--- config.mk ---
export PLATFORM = sky130hd
export DESIGN_NAME = hazard_interlock
export DESIGN_NICKNAME = d
export VERILOG_FILES = /design/src/rtl/ilk_pkg.sv /design/src/rtl/ilk_scoreboard.sv /design/src/rtl/ilk_sequencer.sv /design/src/rtl/hazard_interlock.sv
export SDC_FILE = /design/constraint.sdc
export NUM_CORES = 1
export LEC_CHECK = 0
export BUFFER_PORTS_ARGS = -buffer_cell sky130_fd_sc_hd__buf_2
export CELL_PAD_IN_SITES_DETAIL_PLACEMENT = 1
export CELL_PAD_IN_SITES_GLOBAL_PLACEMENT = 1
export CORE_MARGIN = 10
export CORE_UTILIZATION = 47
export DETAILED_ROUTE_END_ITERATION = 7
export PLACE_DENSITY_LB_ADDON = 0.1
export SYNTH_ARGS = -nofsm -noshare
export SYNTH_HDL_FRONTEND = slang
export SYNTH_SLANG_ARGS = --single-unit
--- constraint.sdc ---
create_clock -name clk -period 8 [get_ports clk]
set_input_delay 2.4 -clock clk [delete_from_list [all_inputs] [get_ports clk]]
set_output_delay 2.4 -clock clk [all_outputs]
set_load 0.1 [all_outputs]
--- src/rtl/ilk_pkg.sv ---
`timescale 1ns/1ps
package ilk_pkg;

  // Destination write width encoding
  typedef enum logic [1:0] {
    WID_NONE = 2'b00,
    WID_LO   = 2'b01,
    WID_HI   = 2'b10,
    WID_FULL = 2'b11
  } wid_e;

  // Most penalty cycles a single operand can collect
  localparam int MAX_PEN = 2;

  // Strobes from the sequencer to the scoreboard
  typedef struct packed {
    logic recordWrite;  // accepted instruction writes its destination
    logic byteWrite;    // the write covers a single byte
  } ilkStrobes_t;

endpackage

--- src/rtl/ilk_scoreboard.sv ---
`timescale 1ns/1ps
module ilk_scoreboard #(
  parameter int NUM_REGS      = 8,
  parameter int REG_W         = 3,
  parameter int NUM_ADDR      = 2,
  parameter int NUM_DATA      = 2,
  parameter int BASE_W        = 4,
  parameter int NUM_BYTE_REGS = 4
) (
  input  logic                             clk,
  input  logic                             rstN,
  input  ilk_pkg::ilkStrobes_t             strobes,
  input  logic [REG_W-1:0]                 dstReg,
  input  logic [NUM_ADDR-1:0][REG_W-1:0]   addrSrc,
  input  logic [NUM_ADDR-1:0]              addrVld,
  input  logic [NUM_DATA-1:0][REG_W-1:0]   dataSrc,
  input  logic [NUM_DATA-1:0]              dataVld,
  input  logic                             agenUse,
  input  logic [BASE_W-1:0]                baseEff,
  output logic [1:0]                       stallCalc
);
  import ilk_pkg::*;

  localparam int NUM_SRC = NUM_ADDR + NUM_DATA;
  localparam int AGE_W   = BASE_W + 2;

  // ageLeft = cycles until write completion, plus MAX_PEN, floored at zero
  logic [AGE_W-1:0] ageLeft [NUM_REGS];
  logic             partialQ [NUM_REGS];

  logic [REG_W-1:0] srcReg   [NUM_SRC];
  logic             srcVld   [NUM_SRC];
  logic             srcAgi   [NUM_SRC];
  logic [1:0]       srcStall [NUM_SRC];

  // Flatten the address and data operand lists into one source list
  for (genvar a = 0; a < NUM_ADDR; a++) begin : gAddr
    assign srcReg[a] = addrSrc[a];
    assign srcVld[a] = addrVld[a];
    assign srcAgi[a] = agenUse;
  end

  for (genvar d = 0; d < NUM_DATA; d++) begin : gData
    assign srcReg[NUM_ADDR+d] = dataSrc[d];
    assign srcVld[NUM_ADDR+d] = dataVld[d];
    assign srcAgi[NUM_ADDR+d] = 1'b0;
  end

  // Per-source remaining stall: max(0, penalties - elapsed cycles)
  for (genvar s = 0; s < NUM_SRC; s++) begin : gSrc
    logic [1:0] pen;
    logic [1:0] near;
    logic [2:0] sum;
    always_comb begin
      pen  = 2'(srcAgi[s]) + 2'(partialQ[srcReg[s]]);
      near = (ageLeft[srcReg[s]] > AGE_W'(MAX_PEN)) ? 2'(MAX_PEN)
                                                    : ageLeft[srcReg[s]][1:0];
      sum  = 3'(pen) + 3'(near);
      if (srcVld[s] && (sum > 3'(MAX_PEN)))
        srcStall[s] = 2'(sum - 3'(MAX_PEN));
      else
        srcStall[s] = 2'd0;
    end
  end

  // Largest stall over all sources
  always_comb begin
    stallCalc = 2'd0;
    for (int s = 0; s < NUM_SRC; s++) begin
      if (srcStall[s] > stallCalc) stallCalc = srcStall[s];
    end
  end

  // Per-register write history
  always_ff @(posedge clk or negedge rstN) begin
    if (!rstN) begin
      for (int r = 0; r < NUM_REGS; r++) begin
        ageLeft[r]  <= '0;
        partialQ[r] <= 1'b0;
      end
    end else begin
      for (int r = 0; r < NUM_REGS; r++) begin
        if (strobes.recordWrite && (dstReg == REG_W'(r))) begin
          ageLeft[r]  <= AGE_W'(stallCalc) + AGE_W'(baseEff) + AGE_W'(1);
          partialQ[r] <= strobes.byteWrite && (r < NUM_BYTE_REGS);
        end else if (ageLeft[r] != '0) begin
          ageLeft[r] <= ageLeft[r] - AGE_W'(1);
        end
      end
    end
  end

endmodule

--- src/rtl/ilk_sequencer.sv ---
`timescale 1ns/1ps
module ilk_sequencer #(
  parameter int BASE_W = 4,
  parameter int CNT_W  = 16
) (
  input  logic                 clk,
  input  logic                 rstN,
  input  logic                 inValid,
  input  logic [1:0]           dstWidth,
  input  logic [1:0]           stallCalc,
  input  logic [BASE_W-1:0]    baseEff,
  output ilk_pkg::ilkStrobes_t strobes,
  output logic                 accept,
  output logic                 inReady,
  output logic [1:0]           stallCount,
  output logic                 issuePulse,
  output logic [CNT_W-1:0]     cycleCount
);
  import ilk_pkg::*;

  localparam int BUSY_W = BASE_W + 2;

  logic [BUSY_W-1:0] busyCnt;
  logic              pendQ;
  logic [1:0]        waitQ;

  assign inReady    = (busyCnt == '0);
  assign accept     = inValid && inReady;
  assign issuePulse = pendQ && (waitQ == 2'd0);

  always_comb begin
    strobes.recordWrite = accept && (dstWidth != WID_NONE);
    strobes.byteWrite   = (dstWidth == WID_LO) || (dstWidth == WID_HI);
  end

  // Occupancy: stall cycles plus execution cycles, minus the accept cycle
  always_ff @(posedge clk or negedge rstN) begin
    if (!rstN)
      busyCnt <= '0;
    else if (accept)
      busyCnt <= BUSY_W'(stallCalc) + BUSY_W'(baseEff) - BUSY_W'(1);
    else if (busyCnt != '0)
      busyCnt <= busyCnt - BUSY_W'(1);
  end

  // Issue strobe timing
  always_ff @(posedge clk or negedge rstN) begin
    if (!rstN) begin
      pendQ <= 1'b0;
      waitQ <= 2'd0;
    end else if (accept) begin
      pendQ <= 1'b1;
      waitQ <= stallCalc;
    end else if (pendQ) begin
      if (waitQ == 2'd0) pendQ <= 1'b0;
      else               waitQ <= waitQ - 2'd1;
    end
  end

  always_ff @(posedge clk or negedge rstN) begin
    if (!rstN)       stallCount <= 2'd0;
    else if (accept) stallCount <= stallCalc;
  end

  always_ff @(posedge clk or negedge rstN) begin
    if (!rstN) cycleCount <= '0;
    else       cycleCount <= cycleCount + CNT_W'(1);
  end

endmodule

--- src/rtl/hazard_interlock.sv ---
`timescale 1ns/1ps
module hazard_interlock #(
  parameter int NUM_REGS      = 8,
  parameter int REG_W         = 3,
  parameter int NUM_ADDR      = 2,
  parameter int NUM_DATA      = 2,
  parameter int BASE_W        = 4,
  parameter int CNT_W         = 16,
  parameter int NUM_BYTE_REGS = 4
) (
  input  logic                           clk,
  input  logic                           rstN,
  input  logic                           inValid,
  output logic                           inReady,
  input  logic [REG_W-1:0]               dstReg,
  input  logic [1:0]                     dstWidth,
  input  logic [NUM_ADDR-1:0][REG_W-1:0] addrSrc,
  input  logic [NUM_ADDR-1:0]            addrVld,
  input  logic [NUM_DATA-1:0][REG_W-1:0] dataSrc,
  input  logic [NUM_DATA-1:0]            dataVld,
  input  logic                           agenUse,
  input  logic [BASE_W-1:0]              baseCycles,
  output logic [1:0]                     stallCount,
  output logic                           issuePulse,
  output logic [CNT_W-1:0]               cycleCount
);
  import ilk_pkg::*;

  ilkStrobes_t       strobes;
  logic [1:0]        stallCalc;
  logic [BASE_W-1:0] baseEff;
  logic              accept;

  // A zero base count behaves as one cycle
  assign baseEff = (baseCycles == '0) ? BASE_W'(1) : baseCycles;

  ilk_scoreboard #(
    .NUM_REGS(NUM_REGS), .REG_W(REG_W), .NUM_ADDR(NUM_ADDR),
    .NUM_DATA(NUM_DATA), .BASE_W(BASE_W), .NUM_BYTE_REGS(NUM_BYTE_REGS)
  ) uBoard (
    .clk(clk), .rstN(rstN), .strobes(strobes), .dstReg(dstReg),
    .addrSrc(addrSrc), .addrVld(addrVld), .dataSrc(dataSrc), .dataVld(dataVld),
    .agenUse(agenUse), .baseEff(baseEff), .stallCalc(stallCalc)
  );

  ilk_sequencer #(.BASE_W(BASE_W), .CNT_W(CNT_W)) uSeq (
    .clk(clk), .rstN(rstN), .inValid(inValid), .dstWidth(dstWidth),
    .stallCalc(stallCalc), .baseEff(baseEff), .strobes(strobes),
    .accept(accept), .inReady(inReady), .stallCount(stallCount),
    .issuePulse(issuePulse), .cycleCount(cycleCount)
  );

endmodule

==> impl_metrics.yaml <==
power:
  leakage_uw: 0.00309
  power-per-cell-area_mw_per_mm2: 441
  finalPower_uw: 3040
  vdd_drop_max_v: 0.000377
logic_synthesis:
  ys.flop_type: "dfrtp_1"
  ys_warn_count: 0
  synth-edff-count: 0
  ys_async_sr_fraction: 1.00
  ys_top_cells_by_area: "dfrtp_1 36%, ha_1 7.5%, xnor2_1 4.1%"
  netlist_instances: 609
  syn_area_per_cell_um2: 9.09
  synth.yosys.seq_area_share: 0.357
  syn_area_mm2: 0.00554
  syn_nets: 674
  ys_seq_elements: 79
  yosysUniqueCellTypes: 72
  synth_top_area_share: 0.357
  synth_top_cell_by_area: "dfrtp_1"
finish:
  nFillCells: 1308
  final_nets: 753
  drive_gt1_frac: 0.270
  multiInputGateArea_mm2: 0.00362
  seq_area_mm2: 0.00198
  antenna_cells: 0
  area_growth_pct: 24.7
worst_setup_path:
  end_kind: "flop"
  cp.required_ns: 8.28
  worstSetupEndpoint: "uSeq.busyCnt[4]"
  path_buf_inv: 3
  crit_start: "addrSrc[0]"
  crit_type: "input pin to flop"
  critPathSlowestCell: "fa_2"
  cp-start-kind: "input pin"
  cp.depth: 29
  cp.arrival_ns: 8.36
  path_max_fanout: 6
  crit_top_cell: "ha_4"
  cpLargestDelayFamily: "adder cells"
  rrSetupSlack_ns: 0.90
  worst-r2r-cell-count: 30
  rr_endpoint: "uSeq.busyCnt[4]"
  slowest_delay_ns: 0.62
  r2r-start: "uBoard.ageLeft[39]"
routing:
  routedWlPerCell_um: 21.2
  dr_total_vias: 4998
  drt_pass1_iterations: 4
  drt_iter0_markers: 274
  avgViaCountPerCell: 5.99
  drc: 0
  ant_nets: 0
  drt_wl_total_um: 17700
timing:
  maxSlewHeadroom: 0.178
  finalHoldViolations: 0
  finClkSkew_ns: 0.00907
  setup_slack_ns: -0.0810
  max_freq_ghz: 0.124
  drv_slew: 0
  finalSetupViolations: 2
  rsz0062_at_grt: "true"
  hold-worst-slack_ns: 0.469
  tightest_slew_ns: 1.22
  fin_crit_sh: 1.01
  finalCriticalPeriod_ns: 8.08
clocking:
  clock-root-buffer: "clkbuf_16"
  clockBufferDepth: 2
  cts_buffers: 9
  htree_levels: 3
  path_clk_slew_ns: 0.07
  clk_latency_ns: 0.35
  cts_tree: "built"
  clock_sinks: 79
  ctsHoldBuffers: 0
run_status:
  status: "complete, but fails checks"
  violations: "setup timing"
floorplan:
  fp.dieH_um: 129
  fp.dieW_um: 129
  core-area_mm2: 0.0115
  dieArea_mm2: 0.0165
  row_count: 39
  io_pins: 49
  start_util: 0.483
placed_design:
  hpwl_um: 12200
  place.gp.congestion: 0.839
  port_buffers: 48
grt:
  grt_pass1_wl_um: 27700
  grt_use_met2: 0.350
  use_met1: 0.253
  grt.busiest_layer: "met2"
  grt_pass1_vias: 5328
  grt_max_degree: 80
  track_usage: 0.207
  antenna_found_initial: 0
  grt_util_met3: 0.0427
  gr-total-overflow: 0
flow_run:
  max_cap_viol_count: 0
hold_path:
  holdCritPathClass: "flop to flop"
## worst min-delay path by stage
stage	startpoint	end	cells after the start
finish	uSeq.cycleCount[15]	uSeq.cycleCount[15]	1
global route	uSeq.cycleCount[10]	uSeq.cycleCount[10]	1
CTS	uSeq.cycleCount[15]	uSeq.cycleCount[15]	1
detailed placement	uSeq.cycleCount[15]	uSeq.cycleCount[15]	1
global placement	uSeq.stallCount[1]	uSeq.stallCount[1]	2
floorplan	uSeq.busyCnt[0]	uSeq.busyCnt[0]	1
## stage by stage
| step | TNS (ns) | setup slack, ns | instance area, µm² | utilization | std cells |
|---|---|---|---|---|---|
| global placement | -2.02 | -0.157 | 6250 | 0.545 | 808 |
| global route | -3.63 | -0.263 | 6900 | 0.602 | 835 |
| detailed placement | -10.89 | -0.453 | 6250 | 0.545 | 808 |
| CTS | 0 | 0.00191 | 6630 | 0.579 | 827 |
| floorplan | -0.0977 | -0.0977 | 5700 | - | 609 |
| finish | -0.156 | -0.0810 | 6900 | 0.602 | 835 |
## synth_stat cells (all sizes together), types with 6 or more instances
cell / count
dfrtp: 79
nor3: 29
a21oi: 36
and3: 9
mux2i: 12
inv: 44
nor3b: 7
buf: 10
mux4: 10
nand2b: 6
mux2: 6
clkbuf: 9
or3: 11
o31ai: 7
nand3b: 6
ha: 33
nor2: 52
xnor2: 26
xor2: 14
or4: 7
nand3: 25
nand2: 57
o21ai: 32
nand4: 6
## area by class of cell
cell class | count | area share
Multi-Input combinational cell | 467 | 0.525
Sequential cell | 79 | 0.286
Timing Repair Buffer | 87 | 0.0928
Clock buffer | 10 | 0.0346
Tap cell | 143 | 0.0259
Inverter | 44 | 0.0239
Clock inverter | 5 | 0.0118
## routing by layer
layer,up-vias,share of wire
met4,0,0.035
li1,2332,-
met2,123,0.51
met1,2503,0.41
met3,40,0.045
met5,-,0
## cells in the final DEF (no fill, tap or decap), drive strengths merged, types with 3 or more instances in the layout
| cell type | Yosys | routed |
|---|---|---|
| nor3b | 7 | 7 |
| or2 | 5 | 5 |
| clkbuf | 9 | 11 |
| nand3b | 6 | 6 |
| fa | 3 | 3 |
| nand2 | 57 | 57 |
| mux2 | 6 | 6 |
| mux2i | 12 | 12 |
| buf | 10 | 86 |
| nor2b | 5 | 5 |
| xnor2 | 26 | 26 |
| nand4 | 6 | 6 |
| a31oi | 4 | 4 |
| o31ai | 7 | 7 |
| nor2 | 52 | 52 |
| nand3 | 25 | 25 |
| or4 | 7 | 7 |
| nor3 | 29 | 29 |
| a21o | 3 | 3 |
| or3 | 11 | 11 |
| o21ai | 32 | 32 |
| o22ai | 4 | 4 |
| nor4 | 4 | 4 |
| and3 | 9 | 9 |
| ha | 33 | 33 |
| a21oi | 36 | 36 |
| mux4 | 10 | 10 |
| o211ai | 4 | 4 |
| xor2 | 14 | 14 |
| inv | 44 | 45 |
| nand2b | 6 | 6 |
| or3b | 3 | 3 |
| o2111ai | 3 | 3 |
| a311oi | 5 | 5 |
| dfrtp | 79 | 79 |
| and2 | 3 | 3 |
| a21boi | 3 | 3 |
| a211oi | 4 | 4 |
## kinds of logic after synthesis
family                   count (synthesis)  share of synthesized area
AND/OR/NAND/NOR                        238                      0.229
AO/OA/AOI/OAI                          125                      0.145
flip-flops                              79                      0.357
buffers and inverters                   63                     0.0452
XOR/XNOR                                40                     0.0633
adder cells (fa/ha/maj)                 36                     0.0854
multiplexers                            28                     0.0746
## sequential cells by signal (all words and copies together), names as in the netlist
register and cells:
uBoard.ageLeft 48, uSeq.cycleCount 16, uSeq.busyCnt 6, uBoard.partialQ 4
uSeq.stallCount 2, uSeq.waitQ 2, uSeq.pendQ 1
## power breakdown
group	switching [µW]	internal [µW]
logic	964	864
registers	204	555
clock network	173	281
total	1340	1700
## timing repair
action                                  4_1_cts  5_1_grt
endpoints found under the setup margin       16       36
gates cloned                                  0        1
buffers inserted                              4        7
pin swaps                                    17       26
resized for setup                             8       40
Power figures use the tool's default switching activity.
